===== config.mk =====
export PLATFORM = sky130hd
export DESIGN_NAME = irq_route_mux
export DESIGN_NICKNAME = d
export VERILOG_FILES = /design/src/rtl/irq_route_mux_pkg.sv /design/src/rtl/irq_route_regs.sv /design/src/rtl/irq_route_fabric.sv /design/src/rtl/irq_route_mode.sv /design/src/rtl/irq_route_mux.sv
export SDC_FILE = /design/constraint.sdc
export NUM_CORES = 1
export LEC_CHECK = 0
export BUFFER_PORTS_ARGS = -buffer_cell sky130_fd_sc_hd__buf_2
export CAP_MARGIN = 25
export CELL_PAD_IN_SITES_DETAIL_PLACEMENT = 1
export CELL_PAD_IN_SITES_GLOBAL_PLACEMENT = 2
export CORE_ASPECT_RATIO = 0.7
export CORE_UTILIZATION = 39
export CTS_CLUSTER_DIAMETER = 80
export CTS_CLUSTER_SIZE = 20
export DETAILED_ROUTE_END_ITERATION = 10
export PLACE_DENSITY = 0.85
export SLEW_MARGIN = 20
export SYNTH_ARGS = -nofsm -noshare
export SYNTH_HDL_FRONTEND = slang
export SYNTH_SLANG_ARGS = --single-unit

===== constraint.sdc =====
create_clock -name clk -period 7.35 [get_ports clk]
set_input_delay 1.1025 -clock clk [delete_from_list [all_inputs] [get_ports clk]]
set_output_delay 1.1025 -clock clk [all_outputs]
set_load 0.005 [all_outputs]

===== src/rtl/irq_route_mux_pkg.sv =====
package irq_route_mux_pkg;

    localparam logic [15:0] IDX_PORT_ADDR = 16'h00EA;
    localparam logic [15:0] DAT_PORT_ADDR = 16'h00EB;

    localparam int          NUM_TRIG_BYTES = 5;
    localparam int          NUM_TRIG_NIBS  = 2 * NUM_TRIG_BYTES;
    localparam logic [7:0]  TRIG_BASE_IDX  = 8'h10;
    localparam logic [3:0]  CODE_LAST_OFF  = 4'h2;   // codes 0..2 disconnect
    localparam logic [3:0]  NIB_LEVEL      = 4'h2;

    // Output served by trigger nibble j (low nibble of byte j/2 is even j)
    function automatic logic [3:0] trig_out(input int j);
        case (j)
            0: trig_out = 4'd3;
            1: trig_out = 4'd4;
            2: trig_out = 4'd5;
            3: trig_out = 4'd7;
            4: trig_out = 4'd9;
            5: trig_out = 4'd10;
            6: trig_out = 4'd11;
            7: trig_out = 4'd12;
            8: trig_out = 4'd14;
            default: trig_out = 4'd15;
        endcase
    endfunction

    // Reset image of the trigger bytes: each nibble equals its own output number
    function automatic logic [NUM_TRIG_BYTES*8-1:0] trig_reset_image();
        logic [NUM_TRIG_BYTES*8-1:0] v;
        v = '0;
        for (int j = 0; j < NUM_TRIG_NIBS; j++) begin
            v[j*4 +: 4] = trig_out(j);
        end
        return v;
    endfunction

endpackage


===== src/rtl/irq_route_regs.sv =====
module irq_route_regs
    import irq_route_mux_pkg::*;
#(
    parameter int NUM_LINES = 16
) (
    input  logic                        clk,
    input  logic                        rst_n,
    input  logic [15:0]                 io_addr,
    input  logic                        io_wr,
    input  logic                        io_rd,
    input  logic [7:0]                  io_wdata,
    output logic [7:0]                  io_rdata,
    output logic [NUM_LINES*4-1:0]      route_o,
    output logic [NUM_TRIG_BYTES*8-1:0] trig_o
);

    localparam int NUM_RBYTES = NUM_LINES / 2;
    localparam logic [NUM_LINES*4-1:0]      ROUTE_RST = {NUM_LINES{CODE_LAST_OFF}};
    localparam logic [NUM_TRIG_BYTES*8-1:0] TRIG_RST  = trig_reset_image();

    typedef struct packed {
        logic [7:0]                  idx;
        logic [7:0]                  rdata;
        logic [NUM_LINES*4-1:0]      route;
        logic [NUM_TRIG_BYTES*8-1:0] trig;
    } regs_t;

    regs_t st_d, st_q;

    logic       sel_idx, sel_dat;
    logic       hit_route, hit_trig;
    int         rbyte, tbyte;
    logic [7:0] dat_byte;

    always_comb begin
        st_d      = st_q;
        sel_idx   = (io_addr == IDX_PORT_ADDR);
        sel_dat   = (io_addr == DAT_PORT_ADDR);
        rbyte     = int'(st_q.idx);
        tbyte     = int'(st_q.idx) - int'(TRIG_BASE_IDX);
        hit_route = (rbyte < NUM_RBYTES);
        hit_trig  = (st_q.idx >= TRIG_BASE_IDX) && (tbyte < NUM_TRIG_BYTES);

        dat_byte = 8'h00;
        if (hit_route) begin
            dat_byte = st_q.route[rbyte*8 +: 8];
        end else if (hit_trig) begin
            dat_byte = st_q.trig[tbyte*8 +: 8];
        end

        if (io_rd && sel_idx) begin
            st_d.rdata = st_q.idx;
        end else if (io_rd && sel_dat) begin
            st_d.rdata = dat_byte;
        end

        if (io_wr && sel_idx) begin
            st_d.idx = io_wdata;
        end else if (io_wr && sel_dat) begin
            if (hit_route) begin
                st_d.route[rbyte*8 +: 8] = io_wdata;
            end else if (hit_trig) begin
                st_d.trig[tbyte*8 +: 8] = io_wdata;
            end
        end
    end

    always_ff @(posedge clk) begin
        if (!rst_n) begin
            st_q.idx   <= 8'h00;
            st_q.rdata <= 8'h00;
            st_q.route <= ROUTE_RST;
            st_q.trig  <= TRIG_RST;
        end else begin
            st_q <= st_d;
        end
    end

    assign io_rdata = st_q.rdata;
    assign route_o  = st_q.route;
    assign trig_o   = st_q.trig;

endmodule


===== src/rtl/irq_route_fabric.sv =====
module irq_route_fabric
    import irq_route_mux_pkg::*;
#(
    parameter int NUM_LINES = 16,
    parameter int NUM_OUTS  = 16
) (
    input  logic                   clk,
    input  logic                   rst_n,
    input  logic [NUM_LINES*4-1:0] route_i,
    input  logic [NUM_LINES-1:0]   line_n_i,
    output logic [NUM_OUTS-1:0]    irq_o
);

    localparam int FIRST_OUT = int'(CODE_LAST_OFF) + 1;

    logic [NUM_LINES-1:0] hit [NUM_OUTS];
    logic [NUM_OUTS-1:0]  irq_d, irq_q;

    // One OR tree per output; outputs below FIRST_OUT have no codes reaching them
    for (genvar k = 0; k < NUM_OUTS; k++) begin : g_out
        for (genvar l = 0; l < NUM_LINES; l++) begin : g_line
            if (k >= FIRST_OUT) begin : g_live
                assign hit[k][l] = !line_n_i[l] && (route_i[l*4 +: 4] == 4'(k));
            end else begin : g_dead
                assign hit[k][l] = 1'b0;
            end
        end
    end

    always_comb begin
        for (int k = 0; k < NUM_OUTS; k++) begin
            irq_d[k] = |hit[k];
        end
    end

    always_ff @(posedge clk) begin
        if (!rst_n) begin
            irq_q <= '0;
        end else begin
            irq_q <= irq_d;
        end
    end

    assign irq_o = irq_q;

endmodule


===== src/rtl/irq_route_mode.sv =====
module irq_route_mode
    import irq_route_mux_pkg::*;
#(
    parameter int NUM_OUTS = 16
) (
    input  logic [NUM_TRIG_BYTES*8-1:0] trig_i,
    output logic [NUM_OUTS-1:0]         level_o
);

    always_comb begin
        level_o = '0;
        for (int j = 0; j < NUM_TRIG_NIBS; j++) begin
            level_o[trig_out(j)] = (trig_i[j*4 +: 4] == NIB_LEVEL);
        end
    end

endmodule


===== src/rtl/irq_route_mux.sv =====
module irq_route_mux
    import irq_route_mux_pkg::*;
#(
    parameter int NUM_SLOTS = 4
) (
    input  logic                   clk,
    input  logic                   rst_n,
    input  logic [15:0]            io_addr,
    input  logic                   io_wr,
    input  logic                   io_rd,
    input  logic [7:0]             io_wdata,
    output logic [7:0]             io_rdata,
    input  logic [NUM_SLOTS*4-1:0] slot_int_n,
    output logic [15:0]            irq_o,
    output logic [15:0]            irq_level_o
);

    localparam int NUM_LINES = NUM_SLOTS * 4;
    localparam int NUM_OUTS  = 16;

    logic [NUM_LINES*4-1:0]      route;
    logic [NUM_TRIG_BYTES*8-1:0] trig;

    irq_route_regs #(.NUM_LINES(NUM_LINES)) u_regs (
        .clk      (clk),
        .rst_n    (rst_n),
        .io_addr  (io_addr),
        .io_wr    (io_wr),
        .io_rd    (io_rd),
        .io_wdata (io_wdata),
        .io_rdata (io_rdata),
        .route_o  (route),
        .trig_o   (trig)
    );

    irq_route_fabric #(.NUM_LINES(NUM_LINES), .NUM_OUTS(NUM_OUTS)) u_fabric (
        .clk      (clk),
        .rst_n    (rst_n),
        .route_i  (route),
        .line_n_i (slot_int_n),
        .irq_o    (irq_o)
    );

    irq_route_mode #(.NUM_OUTS(NUM_OUTS)) u_mode (
        .trig_i  (trig),
        .level_o (irq_level_o)
    );

endmodule


==> flow_summary.json <==
{
  "fin_util": 0.444,
  "finalSetupViolations": 0,
  "cts.reportedPaths.clkPinSlew_ps": 60,
  "seq_power_share": 0.430,
  "leakage_nw": 3.48,
  "end_kind": "register",
  "intPower_mw": 1.25,
  "synth_cell_types": 74,
  "wl_per_cell_um": 28.7,
  "firstDrtPassIters": 8,
  "clock_path_buffers": 2,
  "antenna_cells": 0,
  "grt_max_degree": 95,
  "start_util": 0.396,
  "crit_start": "u_regs.rbyte[4]",
  "worst_path_most_repeated_cell": "ha_1",
  "root_buffer": "clkbuf_16",
  "outcome": "completed",
  "first_global_vias": 9071,
  "reg2regPathDepth": 11,
  "rr_startpoint": "u_regs.rbyte[4]",
  "min_path_type": "reg -> reg",
  "synth_largest_area_cell": "dfxtp_1",
  "slew_headroom": 0.228,
  "cts_buffers": 17,
  "grt_pass1_wl_mm": 60.2,
  "yosysMostFrequentCell": "nand2_1",
  "netlist_area_um2": 8960,
  "io_pins": 84,
  "required_ps": 7720,
  "crit_fanout": 18,
  "place_inst": 1416,
  "fin_crit_ps": 4720,
  "drtIter0Drc": 1279,
  "overflow": 0,
  "place_hpwl_mm": 31.4,
  "antenna_found_initial": 0,
  "worstHoldEndpoint": "u_regs.rbyte[0]",
  "synth_area_leaders": "dfxtp_1, mux2i_1, mux4_2",
  "power_density_nw_per_um2": 167,
  "yosys_warnings": 0,
  "portBuffers": 74,
  "rows": 46,
  "min_path_cells": 2,
  "hold_violations": 0,
  "switching_share": 0.254,
  "fmax_mhz": 212,
  "peakVddDrop_uv": 177,
  "clkPwrFrac": 0.528,
  "worst_hold_slack_ps": 450,
  "synth.top_cell.area_share": 0.297,
  "critPathLaunchType": "register",
  "setup_tns_ps": 0,
  "synthCells": 1098,
  "total_power_mw": 1.68,
  "ant_nets": 0,
  "clk_latency_ps": 450,
  "place.gp.congestion": 1.04,
  "worstReg2RegEnd": "u_regs.trig_o[29]",
  "drc": 0,
  "syn2layout_area_growth_pct": 12.1,
  "ys_async_sr_fraction": 0,
  "finalNetCount": 1179,
  "seq_area_frac_synth": 0.297,
  "instances_no_fill": 1448,
  "synthTopCellsByCount": "nand2_1, dfxtp_1, mux2i_1",
  "ctsHoldBuffers": 0,
  "post_cts_buffers": 0,
  "path_cells": "inv_1 -> ha_1 -> xnor2_1 -> nand4_1 -> ha_1 -> nor4b_1 -> nand3_1 -> or4_1 -> nor3_1 -> o2111a_1 -> mux2i_1",
  "wirelength_mm": 41.5,
  "core_area_um2": 22600,
  "cp_slowest_cell": "dfxtp_1",
  "fin_crit_sh": 0.642,
  "vias": 9628,
  "critPathKind": "reg -> reg",
  "cts_resized": 0,
  "switching_power_mw": 0.425,
  "fin_skew_ps": 9.96,
  "finalMaxSlewViolations": 0,
  "cts_tree": "built",
  "avgViaCountPerCell": 6.65,
  "ys_seq_elements": 133,
  "avgSynthCellArea_um2": 8.16,
  "die_area_um2": 23600,
  "tightestPinTransition_ps": 1140,
  "drv_cap": 0,
  "die-height_um": 129,
  "rsz0062_at_grt": "no",
  "worstHoldStart": "u_regs.rbyte[0]",
  "pwr-share-comb": 0.042,
  "drive_gt1_frac": 0.143,
  "synthFlopType": "dfxtp_1",
  "r2r_slack_ps": 2630,
  "slowest_delay_ps": 740,
  "dieWidth_um": 183,
  "ctsHtreeMaxLevel": 4,
  "grt_use_total": 0.355,
  "clock_sinks": 133,
  "arrival_ps": 5090,
  "synth_edf_count": 0
}
cell families (layout without fill, tap and decap cells):
family / after synthesis / count (layout) / synth area share
mux: 113 / 113 / 0.160
other cells: 1 / 9 / 0.000418
buf+inv: 107 / 137 / 0.0494
compound gates: 202 / 202 / 0.160
xor+xnor: 8 / 8 / 0.00782
fa+ha+maj: 12 / 12 / 0.0167
flops: 133 / 133 / 0.297
simple gates: 522 / 522 / 0.308
power by group through the flow:
stage               combinational, mW  sequential [mW]  clock, mW
floorplan                      0.0374            0.737          0
global placement               0.0680            0.737          0
detailed placement             0.0681            0.737          0
CTS                            0.0685            0.721      0.892
global route                   0.0741            0.720      0.917
finish                         0.0707            0.721      0.884
final cells by class:
type / count / area, µm²
Multi-Input combinational cell: 866 / 5890
Inverter: 23 / 86.3
Sequential cell: 133 / 2660
Timing Repair Buffer: 82 / 428
Clock buffer: 19 / 443
Clock inverter: 13 / 145
Tap cell: 312 / 390
Fill cell: 2699 / 12600
layer usage:
layer / up-vias / global-route usage / wire length, µm
li1: 4157 / - / -
met1: 4841 / 0.519 / 19100
met2: 581 / 0.448 / 15400
met3: 47 / 0.185 / 6490
met4: 2 / 0.0608 / 453
met5: - / 0.0340 / 113
metrics by stage:
stage	setup slack (ps)	area (µm²)
2_1_floorplan	3430	8990
3_3_place_gp	2990	9450
3_5_place_dp	2750	9460
4_1_cts	2720	10000
5_1_grt	2390	10000
6_report	2630	10000
worst max-delay path by stage:
stage / to / slack (ps) / cells after the start
global placement: u_regs.trig_o[24] / 2990 / 11
finish: u_regs.trig_o[29] / 2630 / 11
CTS: u_regs.trig_o[24] / 2720 / 11
global route: u_regs.trig_o[26] / 2390 / 11
detailed placement: u_regs.trig_o[26] / 2750 / 11
floorplan: u_regs.trig_o[24] / 3430 / 16
registers in the layout (all words and copies together) (netlist names):
name / flops
u_regs.route_o: 64
u_fabric.irq_o: 13
u_regs.io_rdata: 8
u_regs.rbyte: 8
u_regs.trig_o: 40
worst max-delay path: cells and delay by family (launching register included):
family | cells | cell delay (ps)
and+or+nand+nor | 5 | 1480
adders and majority gates | 2 | 760
DFF | 1 | 740
AOI/OAI and AO/OA | 1 | 550
xor gates and xnor gates | 1 | 470
buffers and inverters | 1 | 390
muxes | 1 | 240
cells in the final DEF, fill, tap and decap left out, drive strengths merged, types with 7 or more instances in the layout:
cell     count
a22oi       19
ha          12
inv         27
o22ai       35
nor3b       18
mux4        24
a2111oi      7
or4          7
mux2i       87
nor4b       12
nor3        40
nand2b      28
o211ai       7
nor4        27
nor2        81
nand4       20
nor2b       20
o21ai       39
nand2      143
a21oi       33
conb         9
o2111ai     11
nand3       63
and3        12
o221ai       7
dfxtp      133
or3         11
buf         82
nand3b      22
clkbuf      19
Note: power is estimated with default switching activity, not from simulation.
